## src/rtl/fsw_pkg.sv

```systemverilog
// Package: shared types for the flux word serializer.
// Assumes: two half-cell ticks per bit cell.
package fsw_pkg;
    typedef enum logic {
        HALF_CLOCK = 1'b0,
        HALF_DATA  = 1'b1
    } cell_half_e;
endpackage

```

## src/rtl/fsw_cell_seq.sv

```systemverilog
// Module: fsw_cell_seq
// Tracks whether a word is in flight, which half of the current bit cell
// comes next and how many bits have been sent. Decodes the slot strobes
// used by the shifter and the encoder.
// Assumes: load_stb and cell_en are synchronous to clk.
module fsw_cell_seq
    import fsw_pkg::*;
#(
    parameter int WORD_W = 16
) (
    input  logic clk,
    input  logic rst_n,
    input  logic cell_en,
    input  logic load_stb,
    output logic capture,
    output logic clk_slot,
    output logic data_slot,
    output logic word_done,
    output logic busy
);
    localparam int CNT_W = $clog2(WORD_W);
    localparam logic [CNT_W-1:0] LAST_BIT = CNT_W'(WORD_W - 1);

    cell_half_e       half_q;
    logic [CNT_W-1:0] bit_cnt_q;
    logic             busy_q;

    assign busy      = busy_q;
    assign capture   = load_stb && !busy_q;
    assign clk_slot  = busy_q && cell_en && (half_q == HALF_CLOCK);
    assign data_slot = busy_q && cell_en && (half_q == HALF_DATA);
    assign word_done = data_slot && (bit_cnt_q == LAST_BIT);

    // Step the cell half and the bit count, and start or end a word.
    always_ff @(posedge clk) begin
        if (!rst_n) begin
            busy_q    <= 1'b0;
            half_q    <= HALF_CLOCK;
            bit_cnt_q <= '0;
        end else if (capture) begin
            busy_q    <= 1'b1;
            half_q    <= HALF_CLOCK;
            bit_cnt_q <= '0;
        end else if (clk_slot) begin
            half_q <= HALF_DATA;
        end else if (data_slot) begin
            half_q <= HALF_CLOCK;
            if (bit_cnt_q == LAST_BIT) begin
                busy_q <= 1'b0;
            end else begin
                bit_cnt_q <= bit_cnt_q + 1'b1;
            end
        end
    end


    busy_end_chk: assert property (@(posedge clk) disable iff (!rst_n)
        $fell(busy_q) |-> ($past(bit_cnt_q) == LAST_BIT && $past(half_q) == HALF_DATA));


    idle_enable_hold_chk: assert property (@(posedge clk) disable iff (!rst_n)
        (!cell_en && !load_stb) |=> ($stable(half_q) && $stable(bit_cnt_q) && $stable(busy_q)));
endmodule

```

## src/rtl/fsw_word_reg.sv

```systemverilog
// Module: fsw_word_reg
// Holds the word being sent and presents its next bit on the top bit.
// Shifts left after each data half so the MSB goes out first.
// Assumes: capture and advance are never high together.
module fsw_word_reg #(
    parameter int WORD_W = 16
) (
    input  logic              clk,
    input  logic              rst_n,
    input  logic              capture,
    input  logic              advance,
    input  logic [WORD_W-1:0] word_in,
    output logic              cur_bit
);
    logic [WORD_W-1:0] shreg_q;

    assign cur_bit = shreg_q[WORD_W-1];

    // Load a new word or move the next bit to the top.
    always_ff @(posedge clk) begin
        if (!rst_n) begin
            shreg_q <= '0;
        end else if (capture) begin
            shreg_q <= word_in;
        end else if (advance) begin
            shreg_q <= {shreg_q[WORD_W-2:0], 1'b0};
        end
    end


    exclusive_ctl_chk: assert property (@(posedge clk) disable iff (!rst_n)
        !(capture && advance));


    word_hold_chk: assert property (@(posedge clk) disable iff (!rst_n)
        (!capture && !advance) |=> $stable(shreg_q));
endmodule

```

## src/rtl/fsw_flux_enc.sv

```systemverilog
// Module: fsw_flux_enc
// Registers the transition pulse and the next-word request.
// A clock half always gives a pulse; a data half gives one only for a 1.
// Assumes: the slot strobes are mutually exclusive.
module fsw_flux_enc (
    input  logic clk,
    input  logic rst_n,
    input  logic clk_slot,
    input  logic data_slot,
    input  logic data_bit,
    input  logic word_done,
    output logic flux_pulse,
    output logic next_req
);
    // Produce one-cycle output strobes from the current slot.
    always_ff @(posedge clk) begin
        if (!rst_n) begin
            flux_pulse <= 1'b0;
            next_req   <= 1'b0;
        end else begin
            flux_pulse <= clk_slot || (data_slot && data_bit);
            next_req   <= word_done;
        end
    end


    clock_pulse_chk: assert property (@(posedge clk) disable iff (!rst_n)
        clk_slot |=> flux_pulse);


    req_single_chk: assert property (@(posedge clk) disable iff (!rst_n)
        next_req |=> !next_req);
endmodule

```

## src/rtl/flux_word_serializer.sv

```systemverilog
// Module: flux_word_serializer (top)
// Pull-style serializer: sends a word as flux transition pulses, asks for
// the next word with a one-cycle request and waits for a load strobe.
// Assumes: the controller answers each request with one load strobe.
module flux_word_serializer #(
    parameter int WORD_W = 16
) (
    input  logic              clk,
    input  logic              rst_n,
    input  logic              cell_en,
    input  logic [WORD_W-1:0] word_in,
    input  logic              load_stb,
    output logic              next_req,
    output logic              flux_pulse
);
    logic capture;
    logic clk_slot;
    logic data_slot;
    logic word_done;
    logic busy;
    logic cur_bit;

    fsw_cell_seq #(.WORD_W(WORD_W)) seq_i (
        .clk       (clk),
        .rst_n     (rst_n),
        .cell_en   (cell_en),
        .load_stb  (load_stb),
        .capture   (capture),
        .clk_slot  (clk_slot),
        .data_slot (data_slot),
        .word_done (word_done),
        .busy      (busy)
    );

    fsw_word_reg #(.WORD_W(WORD_W)) wreg_i (
        .clk     (clk),
        .rst_n   (rst_n),
        .capture (capture),
        .advance (data_slot),
        .word_in (word_in),
        .cur_bit (cur_bit)
    );

    fsw_flux_enc enc_i (
        .clk        (clk),
        .rst_n      (rst_n),
        .clk_slot   (clk_slot),
        .data_slot  (data_slot),
        .data_bit   (cur_bit),
        .word_done  (word_done),
        .flux_pulse (flux_pulse),
        .next_req   (next_req)
    );


    idle_quiet_chk: assert property (@(posedge clk) disable iff (!rst_n)
        !busy |=> !flux_pulse);


    req_after_word_chk: assert property (@(posedge clk) disable iff (!rst_n)
        next_req |-> !busy);
endmodule

```

## config.mk

```make
export PLATFORM = sky130hd
export DESIGN_NAME = flux_word_serializer
export DESIGN_NICKNAME = d
export VERILOG_FILES = /design/src/rtl/fsw_pkg.sv /design/src/rtl/fsw_cell_seq.sv /design/src/rtl/fsw_word_reg.sv /design/src/rtl/fsw_flux_enc.sv /design/src/rtl/flux_word_serializer.sv
export SDC_FILE = /design/constraint.sdc
export NUM_CORES = 1
export LEC_CHECK = 0
export BUFFER_PORTS_ARGS = -buffer_cell sky130_fd_sc_hd__buf_2
export CAP_MARGIN = 20
export CORE_MARGIN = 3
export CORE_UTILIZATION = 55
export DETAILED_ROUTE_END_ITERATION = 12
export PLACE_DENSITY = 0.8
export SETUP_SLACK_MARGIN = 0.2
export SLEW_MARGIN = 40
export SYNTH_ARGS = -nofsm -noshare
export SYNTH_HDL_FRONTEND = slang
export SYNTH_SLANG_ARGS = --single-unit
```

## constraint.sdc

```tcl
create_clock -name clk -period 3.7 [get_ports clk]
set_input_delay 0.74 -clock clk [delete_from_list [all_inputs] [get_ports clk]]
set_output_delay 0.74 -clock clk [all_outputs]
set_load 0.05 [all_outputs]
```

[Word-level counts from Yosys, hierarchy flattened]
Cells that the tools add are included.
Widths: inputs -> output; s select.
Word-level totals
  word-level logic and storage cells: 35
  flip-flop bits (word level): 24
  input bits: 20
Operators by class
  reduce and logical (&&, ||, !) cells: 14
  multiplexer cells: 8
  add/sub/neg operators: 1
  eq/ne operators: 2
  bitwise gates (word level): 4
Operators by type and width (number)
  $mux 16: 2
  $logic_and 1x1->1: 6
  $mux 1: 6
  $reduce_and 3->1: 2
  $reduce_bool 2->1: 3
  $add 4x1->4 const B: 1
  $eq 4x4->1 const B: 1
  $not 1->1: 4
  $ne 2x2->1 const B: 1
  $reduce_or 2->1: 1
  $logic_not 1->1: 1
  $logic_or 1x1->1: 1

[Logic depth before layout (Yosys ltp)]
  word-level depth: 5
  depth in mapped cells: 5
  depth with buffers taken out: 4

[Modules after synthesis]
A second synthesis with hierarchy kept.
Unflattened totals
  cell total of the unflattened synthesis: 108
  area, all modules: 1181.1 µm²
Modules (own cells, without submodules)
  fsw_word_reg: area each 842.1 µm², instances 1, cells an instance 70
  fsw_cell_seq: area each 281.5 µm², instances 1, cells an instance 33
  fsw_flux_enc: area each 57.6 µm², instances 1, cells an instance 5

[Worst setup path before layout]
OpenSTA, ideal clock, no wires.
  kind: input -> register
  start point: input port cell_en
  end point: register wreg_i.shreg_q[3]
  required time: 3.577 ns
  arrival: 1.352 ns
  stages: 5
  buffers on the path: 2
  path slack: 2.225 ns
  cell sequence: and3_1 buf_6 buf_6 a22oi_1 a21boi_1
Between the ends
  word-level cells in the longest chain between the ends: 3
RTL lines
  start: declaration: line flux_word_serializer.sv:10  | input logic cell_en,
  $logic_and 1x1->1 (2 in series): line fsw_cell_seq.sv:31  | assign data_slot = busy_q && cell_en && (half_q == HALF_DATA);
  $reduce_bool 2->1 (no source line)
  end signal: assignment: line fsw_word_reg.sv:24  | shreg_q <= word_in;
  end signal: assignment: line fsw_word_reg.sv:26  | shreg_q <= {shreg_q[WORD_W-2:0], 1'b0};
  end: declaration: line fsw_word_reg.sv:15  | logic [WORD_W-1:0] shreg_q;
No other way between the ends.
A chain may end at the register's enable or synchronous reset.

[Worst setup path in the final report]
  start point: register enc_i.next_req
  end point: output port next_req
RTL lines
  start: declaration: line fsw_flux_enc.sv:13  | output logic next_req
  start signal: assignment: line fsw_flux_enc.sv:22  | next_req <= word_done;
  end: declaration: line flux_word_serializer.sv:13  | output logic next_req,
No word-level cell between the ends.

==> reports/metrics.csv <==
stage;metric;value;unit
synth;yosysUniqueCellTypes;28;
setup_path;path_cells;buf_2;
sta;timing.final.ws_setup;2.069;ns
finish;multi_input_area;499.2;µm²
min_path;hold_class;reg2reg;
synth;synthFlopType;dfxtp_1;
synth;syn_area;1046;µm²
finish;seqCellArea;480.5;µm²
power_and_ir_drop;p_leak;0.4423;nW
sta;tightest_slew;0.6844;ns
global_routing;antenna_found_initial;0;
synth;synth_edf_count;0;
die;fp.coreArea;1764;µm²
clock_tree;cts_buffers;3;
route;drc;0;
job;max_cap_violations;0;
die;ioPinCount;22;
finish;final_core_util;66.45;%
finish;layout_common_cells;dfxtp_1, buf_2, nand3_1;
clock_tree;cts.sinks;24;
sta;hold_violations;0;
setup_path;cpPeakStageDelay;0.33;ns
route;wl_per_cell;12.99;µm
place;place_hpwl;1334;µm
synth;ys_async_sr_fraction;0;%
setup_path;crit_family;flip-flops;
setup_path;critical-path-slowest-cell;dfxtp_1;
synth;syn_area_per_cell;9.257;µm²
power_and_ir_drop;power;0.5100;mW
route;drt-total-wl;2000;µm
synth;synthMuxAreaShare;0;%
clock_tree;cts_resized;0;
synth;syn_inst;113;
clock_tree;ctsHoldBuffers;0;
power_and_ir_drop;vdd_drop_max;0.3490;mV
die;initial_utilization;59.29;%
finish;fin_area;1172;µm²
synth;synth_top_family_by_area;compound AO/OA/AOI/OAI gates;
route;vias;888;
die;die_w;49.61;µm
synth;synthAdderAreaFrac;1.196;%
sta;post-route-period-util;44.08;%
synth;ys_seq_elements;24;
die;rows;15;
finish;n_fill_cell;159;
sta;fmax;613.2;MHz
sta;drv_slew;0;
setup_path;path_class;reg2out;
clock_tree;post_cts_buffers;0;
route;routed_via_density;5.766;
sta;slew_headroom;54.37;%
finish;antenna_cells;0;
sta;rsz0062_at_grt;false;
clock_tree;clock_path_buffers;2;
synth;synth-xor-area-share;0.8373;%
sta;min_period;1.631;ns
setup_path;worstPathMaxFanout;1;
global_routing;overflow;0;
route;first_iter_violations;15;
global_routing;grt_start_max_net_pins;24;
clock_tree;tritoncts;done;
power_and_ir_drop;powerDensity;435.1;nW/µm²
place;gp_congestion;0.7400;
status;status;complete, no violations;
die;die-area;2461;µm²
synth;synth_simple_gate_area_share;18.66;%
finish;area_delta_synth_final;12.08;%
setup_path;start_kind;flip-flop;
synth;synth.yosys.seq_area_share;45.93;%
synth;syn_nets;134;
place;port_buffers;21;
die;die_h;49.61;µm
clock_tree;clk_pin_slew;0.13;ns
finish;drive_gt1_share;23.26;%
route;drtAntennaViolNets;0;
sta;fin_skew;0.01250;ns
place;pre_cts_ws;1.783;ns
global_routing;grt_first_pass_wirelength;3525;µm
setup_path;critical_path_arrival;0.89;ns
setup_path;critPathRequiredTime;2.96;ns
global_routing;grt_pass1_vias;836;
clock_tree;clkLatencyLatePin;0.31;ns
route;dr.pass1.iters;4;
clock_tree;htreeDepth;1;
global_routing;grt.total_usage;18.35;%
setup_path;crit_buf_inv;1;
clock_tree;cts_root_buf;clkbuf_4;
synth;ys_warn_count;0;
finish;nets;151;
finish;layout_commonest_cell;dfxtp_1;
setup_path;endpoint_kind;primary output;
sta;fin_setup_tns;0;ns
sta;setup_viol;0;
synth;synth_compound_area_share;27.03;%
place;placed_area;1120;µm²
## layer usage
metal | vias to the layer above | wire [µm] | track usage (%) | share of wire [%]
met5 | - | 0 | 0 | 0
met4 | 0 | 36 | 8.295 | 1.8
met3 | 5 | 102 | 3.927 | 5.1
met2 | 22 | 940 | 31.06 | 47
met1 | 410 | 920 | 22.03 | 46
li1 | 451 | - | - | -
## report_power, final
part	internal, mW	total [mW]	switching, mW
combinational	0.0216	0.0465	0.0249
sequential	0.271	0.278	0.00731
clock	0.110	0.186	0.0761
## final timing paths
path | start | end | slack (ns) | cells past startpoint
worst max-delay path | enc_i.next_req | next_req | 2.07 | 1
worst min-delay path | wreg_i.shreg_q[15] | enc_i.flux_pulse | 0.47 | 2
worst max register to register | seq_i.busy | seq_i.bit_cnt_q[2] | 2.09 | 3
worst min register to register | wreg_i.shreg_q[15] | enc_i.flux_pulse | 0.47 | 2
## through the flow
stage	std cells	hold slack, ns
after floorplan	113	0.4223
after global placement	150	0.4429
after detailed placement	150	0.4571
after CTS	154	0.4759
after global routing	154	0.4934
final	154	0.4712
## flip-flops by register name, indices dropped and copies added (netlist names)
| name | cells |
|---|---|
| seq_i.busy | 1 |
| wreg_i.shreg_q | 16 |
| seq_i.half_q | 1 |
| seq_i.bit_cnt_q | 4 |
| enc_i.flux_pulse | 1 |
| enc_i.next_req | 1 |
## final cells by class
| class | instances | area share, % |
|---|---|---|
| multi-input combinational | 79 | 42.58 |
| sequential | 24 | 40.98 |
| timing repair buffer | 21 | 8.965 |
| tap | 25 | 2.668 |
| clock inverter | 1 | 2.561 |
| clock buffer | 3 | 1.921 |
| inverter | 1 | 0.3202 |
## logic make-up (layout without fill, tap and decap cells)
family,after synthesis,after routing
flip-flops,24,24
XOR/XNOR,1,1
AND/OR/NAND/NOR,37,37
adder cells (fa/ha/maj),1,1
AO/OA/AOI/OAI,40,40
buffers and inverters,10,26
## synthesized netlist by cell type (2+ instances only)
library cell / count / area share, %
dfxtp_1: 24 / 46
nand3_1: 18 / 8.6
a22oi_1: 13 / 9.3
a21boi_0: 8 / 5.7
nand2_1: 8 / 2.9
a21boi_1: 6 / 4.3
a21oi_1: 4 / 1.9
and3_1: 3 / 1.8
buf_6: 3 / 3.2
clkbuf_1: 3 / 1.1
a31oi_1: 2 / 1.2
buf_2: 2 / 0.96
o21ai_0: 2 / 0.96
o21ai_1: 2 / 0.96
or3_1: 2 / 1.2
Power figures use the tool's default switching activity.
